## src/rtl/sio_pkg.sv

```systemverilog
package sio_pkg;

  localparam int STAT_W   = 8;
  localparam int BIT_STF  = 0;
  localparam int BIT_ORER = 5;
  localparam int BIT_SOL  = 6;
  localparam int BIT_RSVD = 7;

  // Assemble the status read value from live state.
  function automatic logic [STAT_W-1:0] pack_status(input logic so_lvl,
                                                    input logic ovr,
                                                    input logic busy);
    logic [STAT_W-1:0] r;
    r           = '0;
    r[BIT_RSVD] = 1'b1;
    r[BIT_SOL]  = so_lvl;
    r[BIT_ORER] = ovr;
    r[BIT_STF]  = busy;
    return r;
  endfunction

  // Overrun flag update: a fresh event wins over a clear.
  function automatic logic ovr_next(input logic cur,
                                    input logic set_evt,
                                    input logic clr_evt);
    return set_evt | (cur & ~clr_evt);
  endfunction

  // Read arming: kept only while the flag stays set.
  function automatic logic arm_next(input logic armed,
                                    input logic rd_seen,
                                    input logic flag_after,
                                    input logic clr_evt);
    return flag_after & ~clr_evt & (armed | rd_seen);
  endfunction

endpackage

```

## src/rtl/sio_clkgen.sv

```systemverilog
module sio_clkgen #(
  parameter int HALF_DIV = 4
) (
  input  logic clk,
  input  logic rst_n,
  input  logic run,
  output logic sck,
  output logic fall_evt,
  output logic rise_evt
);

  localparam int CW = (HALF_DIV > 1) ? $clog2(HALF_DIV) : 1;

  logic [CW-1:0] cnt;
  logic          tick;

  assign tick     = run && (cnt == CW'(HALF_DIV - 1));
  assign fall_evt = tick & sck;
  assign rise_evt = tick & ~sck;

  always_ff @(posedge clk or negedge rst_n) begin
    if (!rst_n) begin
      cnt <= '0;
      sck <= 1'b1;
    end else if (!run) begin
      cnt <= '0;
      sck <= 1'b1;
    end else if (tick) begin
      cnt <= '0;
      sck <= ~sck;
    end else begin
      cnt <= cnt + 1'b1;
    end
  end

endmodule

```

## src/rtl/sio_ext_edge.sv

```systemverilog
module sio_ext_edge #(
  parameter int SYNC_STAGES = 2
) (
  input  logic clk,
  input  logic rst_n,
  input  logic sck_in,
  input  logic si_in,
  output logic fall_evt,
  output logic rise_evt,
  output logic si_sync
);

  logic [SYNC_STAGES:0] sck_pipe;
  logic [SYNC_STAGES:0] si_pipe;

  always_ff @(posedge clk or negedge rst_n) begin
    if (!rst_n) begin
      sck_pipe <= '1;
      si_pipe  <= '0;
    end else begin
      sck_pipe <= {sck_pipe[SYNC_STAGES-1:0], sck_in};
      si_pipe  <= {si_pipe[SYNC_STAGES-1:0], si_in};
    end
  end

  // Edge seen between the last synchronised stage and the history stage.
  assign fall_evt = sck_pipe[SYNC_STAGES] & ~sck_pipe[SYNC_STAGES-1];
  assign rise_evt = ~sck_pipe[SYNC_STAGES] & sck_pipe[SYNC_STAGES-1];
  assign si_sync  = si_pipe[SYNC_STAGES-1];

endmodule

```

## src/rtl/sio_shifter.sv

```systemverilog
module sio_shifter #(
  parameter int WIDTH = 8
) (
  input  logic             clk,
  input  logic             rst_n,
  input  logic             load_we,
  input  logic [WIDTH-1:0] load_data,
  input  logic             start,
  input  logic             sol_we,
  input  logic             sol_val,
  input  logic             fall_evt,
  input  logic             rise_evt,
  input  logic             si_bit,
  output logic             so,
  output logic             busy,
  output logic             completed,
  output logic [WIDTH-1:0] rx_data
);

  localparam int BCW = $clog2(WIDTH + 1);

  logic [WIDTH-1:0] sr;
  logic [BCW-1:0]   rise_cnt;
  logic             last_rise;

  assign last_rise = rise_evt && (rise_cnt == BCW'(WIDTH - 1));
  assign rx_data   = sr;

  always_ff @(posedge clk or negedge rst_n) begin
    if (!rst_n) begin
      sr        <= '0;
      so        <= 1'b0;
      busy      <= 1'b0;
      completed <= 1'b0;
      rise_cnt  <= '0;
    end else if (busy) begin
      if (fall_evt) begin
        so <= sr[0];
        sr <= {1'b0, sr[WIDTH-1:1]};
      end else if (rise_evt) begin
        sr[WIDTH-1] <= si_bit;
        if (last_rise) begin
          busy      <= 1'b0;
          completed <= 1'b1;
          rise_cnt  <= '0;
        end else begin
          rise_cnt <= rise_cnt + 1'b1;
        end
      end
    end else begin
      if (sol_we) so <= sol_val;
      if (load_we) sr <= load_data;
      if (start) begin
        busy      <= 1'b1;
        completed <= 1'b0;
        rise_cnt  <= '0;
      end
    end
  end

endmodule

```

## src/rtl/sio_status.sv

```systemverilog
module sio_status (
  input  logic clk,
  input  logic rst_n,
  input  logic rd_stb,
  input  logic wr_stb,
  input  logic wr_ovr_bit,
  input  logic overrun_evt,
  output logic ovr_flag
);

  import sio_pkg::*;

  logic armed;
  logic clr_evt;
  logic ovr_n;

  assign clr_evt = wr_stb & ~wr_ovr_bit & armed & ovr_flag;
  assign ovr_n   = ovr_next(ovr_flag, overrun_evt, clr_evt);

  always_ff @(posedge clk or negedge rst_n) begin
    if (!rst_n) begin
      ovr_flag <= 1'b0;
      armed    <= 1'b0;
    end else begin
      ovr_flag <= ovr_n;
      armed    <= arm_next(armed, rd_stb & ovr_flag, ovr_n, clr_evt);
    end
  end

endmodule

```

## src/rtl/sio_port.sv

```systemverilog
module sio_port
  import sio_pkg::*;
#(
  parameter int WIDTH       = 8,
  parameter int HALF_DIV    = 4,
  parameter int SYNC_STAGES = 2
) (
  input  logic             clk,
  input  logic             rst_n,
  input  logic             ext_clk_sel,
  input  logic             reg_wr,
  input  logic             reg_rd,
  input  logic [7:0]       reg_wdata,
  output logic [7:0]       reg_rdata,
  input  logic             data_wr,
  input  logic [WIDTH-1:0] data_wdata,
  output logic [WIDTH-1:0] data_rdata,
  input  logic             sck_in,
  output logic             sck_out,
  output logic             sck_oe,
  input  logic             si,
  output logic             so
);

  logic busy, completed, ovr_flag;
  logic ctrl_wr, start_req, sol_we, load_we;
  logic int_sck, int_fall, int_rise;
  logic ext_fall, ext_rise, si_sync;
  logic fall_evt, rise_evt, si_bit, overrun_evt;
  logic unused_wbits;

  assign ctrl_wr   = reg_wr & ~busy;
  assign start_req = ctrl_wr & reg_wdata[BIT_STF];
  assign sol_we    = ctrl_wr;
  assign load_we   = data_wr & ~busy;

  sio_clkgen #(.HALF_DIV(HALF_DIV)) u_clkgen (
    .clk      (clk),
    .rst_n    (rst_n),
    .run      (busy & ~ext_clk_sel),
    .sck      (int_sck),
    .fall_evt (int_fall),
    .rise_evt (int_rise)
  );

  sio_ext_edge #(.SYNC_STAGES(SYNC_STAGES)) u_ext (
    .clk      (clk),
    .rst_n    (rst_n),
    .sck_in   (sck_in),
    .si_in    (si),
    .fall_evt (ext_fall),
    .rise_evt (ext_rise),
    .si_sync  (si_sync)
  );

  assign fall_evt    = busy & (ext_clk_sel ? ext_fall : int_fall);
  assign rise_evt    = busy & (ext_clk_sel ? ext_rise : int_rise);
  assign si_bit      = ext_clk_sel ? si_sync : si;
  assign overrun_evt = ext_clk_sel & ext_fall & ~busy & completed;

  sio_shifter #(.WIDTH(WIDTH)) u_shift (
    .clk       (clk),
    .rst_n     (rst_n),
    .load_we   (load_we),
    .load_data (data_wdata),
    .start     (start_req),
    .sol_we    (sol_we),
    .sol_val   (reg_wdata[BIT_SOL]),
    .fall_evt  (fall_evt),
    .rise_evt  (rise_evt),
    .si_bit    (si_bit),
    .so        (so),
    .busy      (busy),
    .completed (completed),
    .rx_data   (data_rdata)
  );

  sio_status u_stat (
    .clk         (clk),
    .rst_n       (rst_n),
    .rd_stb      (reg_rd),
    .wr_stb      (reg_wr),
    .wr_ovr_bit  (reg_wdata[BIT_ORER]),
    .overrun_evt (overrun_evt),
    .ovr_flag    (ovr_flag)
  );

  assign reg_rdata    = pack_status(so, ovr_flag, busy);
  assign sck_oe       = ~ext_clk_sel;
  assign sck_out      = ext_clk_sel ? 1'b1 : int_sck;
  assign unused_wbits = ^{reg_wdata[7], reg_wdata[4:1]};

endmodule

```

## config.mk

```make
export PLATFORM = sky130hd
export DESIGN_NAME = sio_port
export DESIGN_NICKNAME = d
export VERILOG_FILES = /design/src/rtl/sio_pkg.sv /design/src/rtl/sio_clkgen.sv /design/src/rtl/sio_ext_edge.sv /design/src/rtl/sio_shifter.sv /design/src/rtl/sio_status.sv /design/src/rtl/sio_port.sv
export SDC_FILE = /design/constraint.sdc
export NUM_CORES = 1
export LEC_CHECK = 0
export CORE_UTILIZATION = 38
export CTS_BUF_LIST = sky130_fd_sc_hd__clkbuf_16
export DETAILED_ROUTE_END_ITERATION = 8
export PLACE_DENSITY = 0.75
export REMOVE_ABC_BUFFERS = 1
export SLEW_MARGIN = 5
export SYNTH_ARGS = -nofsm -noshare
export SYNTH_HDL_FRONTEND = slang
export SYNTH_HIERARCHICAL = 1
export SYNTH_SLANG_ARGS = --single-unit
export TNS_END_PERCENT = 100
```

## constraint.sdc

```tcl
create_clock -name clk -period 2.47 [get_ports clk]
set_input_delay 0.494 -clock clk [delete_from_list [all_inputs] [get_ports clk]]
set_output_delay 0.494 -clock clk [all_outputs]
set_load 0.05 [all_outputs]
```

==> results by group <==
Detailed routing
  – Routed len/inst: 12.7 µm
  – Vias per cell: 4.78
  – Post-Route WL: 2640 µm
  – First DRT Iteration DRCs: 14
  – Total number of vias: 998
  – Antenna Violating Nets Remaining: 0
  – DRC: 0
  – TritonRoute pass-1 iters: 4

Die
  – Core area: 3420 µm²
  – Die width: 62.3 µm
  – Initial core utilization: 40.4%
  – Die height: 62.3 µm
  – Ports: 43
  – Site Rows: 21
  – Die area: 3880 µm²

Clocking
  – Root Buffer: clkbuf_16
  – Postcts setup bufs: 0
  – Hold buffers post-CTS: 0
  – Clock Latency Late Sink: 260 ps
  – Htree depth: 1
  – Clock Sinks: 25
  – Post-CTS resize count: 0
  – Worst-path clk slew: 60 ps
  – CTS Buf Count: 3
  – CTS Buffer Depth: 2
  – CTS tree: built

Worst setup path
  – Setup CP Type: primary input to register
  – Worst EP arrival: 2280 ps
  – Crit path launch type: primary input
  – CP Max Fanout: 5
  – Crit end category: register
  – Worst Path Required: 2620 ps

Synthesis
  – Number of synthesized flops with an enable pin: 0
  – Synth area leader: dfrtp_1
  – Main synth FF type: dfrtp_1
  – Share of the synthesized area in the top cell type: 38.0%
  – Cell count after synthesis: 132
  – Post-synth top cells: dfrtp_1 (21), nor2b_1 (14), mux2i_1 (12), a21oi_1 (11), buf_4 (9)
  – Synth area leaders: dfrtp_1 (38%), mux2i_1 (8.7%), dfstp_2 (7.6%)
  – Most frequent cell after synthesis: dfrtp_1
  – Yosys Warn Count: 6
  – Netlist cell types: 37
  – Post-synthesis async set-or-reset flop share: 100%
  – Netlist Area Pre-Place: 1380 µm²
  – Yosys reg bits: 25
  – Sequential fraction of the synthesis area: 45.7%
  – Syn Area/Cell: 10.5 µm²

Layout
  – N_diodes: 0
  – Util after Layout: 53.2%
  – Fraction of layout cells with a size suffix above 1: 15.3%
  – Nets: 190
  – P&R area growth vs syn: 31.6%

Power and ir drop
  – Power Density: 957 nW/µm²
  – Leakage power: 0.741 nW
  – VDD IR max: 0.450 mV
  – Overall power: 1.74 mW

GRT
  – Initial antenna violation count: 0
  – Global-route wire length before repair: 4490 µm
  – GRT Total Usage: 14.9%
  – Vias in the first global route: 960
  – Largest net degree at the start of global routing: 34
  – GRT overflow: 0

Run
  – Maximum capacitance violations: 0

STA
  – Final setup fails: 0
  – Clock Skews: 2.22 ps
  – Tcrit/Tclk final: 86.0%
  – Max Clock Freq: 471 MHz
  – RSZ-0062 raised after global routing: no
  – Rel. slew slack: 65.6%
  – Final Hold Vio Count: 0
  – Worst slew pin tran: 515 ps
  – Final Critical Period: 2120 ps
  – Slew Limit Fails: 0

Place
  – Port bufs: 32
  – GP Congestion: 0.731
  – DP HPWL: 1900 µm

Status
  – Status: complete, no violations

Worst hold path
  – Hold crit path type: register to register
==> registers in the layout (all words and copies together) (netlist names) <==
name,count
u_shift/rx_data,8
u_shift/rise_cnt,4
u_ext/sck_pipe,3
u_clkgen/cnt,2
u_ext/si_pipe,2
u_clkgen/sck,1
u_shift/busy,1
u_shift/completed,1
u_shift/so,1
u_stat/armed,1
u_stat/ovr_flag,1
==> where the power goes <==
group | internal (mW) | leakage (nW) | switching, mW | total [mW]
Combinational | 0.306 | 0.412 | 0.466 | 0.772
Clock | 0.220 | 0.0371 | 0.143 | 0.363
Sequential | 0.513 | 0.292 | 0.0924 | 0.605
==> per-layer routing <==
layer | track usage [%] | vias to the layer above | routed length (µm)
met1 | 18.4 | 465 | 1230
li1 | - | 514 | -
met2 | 24.0 | 14 | 1290
met4 | 7.27 | 0 | 48
met3 | 4.23 | 5 | 74
met5 | 0 | - | 0
==> through the flow <==
stage          cells  setup slack, ps  TNS, ps  area [µm²]  hold slack (ps)
2_1_floorplan    121             -644    -4590        1290              198
3_5_place_dp     205             58.5        0        1740              346
5_1_grt          209              257        0        1820              360
3_3_place_gp     205             80.8        0        1740              333
6_report         209              346        0        1820              354
4_1_cts          209              343        0        1820              359
==> cell usage in the layout, fill, tap and decap left out, types with 2 or more instances in the layout <==
cell type        count
and2b_2              2
o211ai_1             2
a211oi_1             8
xnor2_1              2
nor2_1               3
conb_1               5
a22o_1               2
nor2b_1             14
dfstp_2              4
mux2_4               2
inv_1                3
nand3b_1             3
clkbuf_16            3
dfrtp_1             21
buf_12               2
clkdlybuf4s50_1     29
o22ai_1              2
buf_4                7
and3b_1              2
o21ai_0              2
ha_1                 2
nand2_1              6
a21oi_1             11
mux2i_1             12
==> path summary, 6_finish.rpt <==
| path | from | cells past startpoint | slack [ps] | end |
|---|---|---|---|---|
| setup / recovery | ext_clk_sel | 8 | 350 | u_shift/rise_cnt[1] |
| hold / removal | u_ext/si_pipe[0] | 0 | 350 | u_ext/si_pipe[1] |
| setup reg to reg | u_clkgen/cnt[0] | 7 | 650 | u_shift/rise_cnt[1] |
| hold reg to reg | u_ext/si_pipe[0] | 0 | 350 | u_ext/si_pipe[1] |
| max in group asynchronous | rst_n | 2 | 1600 | u_clkgen/sck |
| min in group asynchronous | rst_n | 2 | 580 | u_shift/rx_data[0] |
==> layout make-up <==
| type | count | area [µm²] |
|---|---|---|
| clock buffers | 3 | 75.1 |
| clock inverters | 1 | 7.51 |
| fillers | 316 | 1600 |
| inverters | 3 | 11.3 |
| multi-input cells | 93 | 653 |
| flip-flops and latches | 25 | 631 |
| well taps | 46 | 57.6 |
| repair buffers | 38 | 383 |
==> worst max-delay path, stage by stage <==
cell	delay [ps]
clkdlybuf4s50_1	470
and2b_2	250
and3_2	190
mux2i_1	120
nor2b_1	70
nand2b_2	210
mux2_4	300
a22o_1	170
==> cells by family after synthesis <==
kind of cell / after synthesis / synth area share, %
and+or+nand+nor: 40 / 17.9
AOI/OAI and AO/OA: 30 / 14.0
DFF: 25 / 45.7
buffers and inverters: 17 / 7.88
muxes: 14 / 10.9
adders and majority gates: 2 / 1.81
other: 2 / 0.544
xor gates and xnor gates: 2 / 1.27
Power figures use the tool's default switching activity.
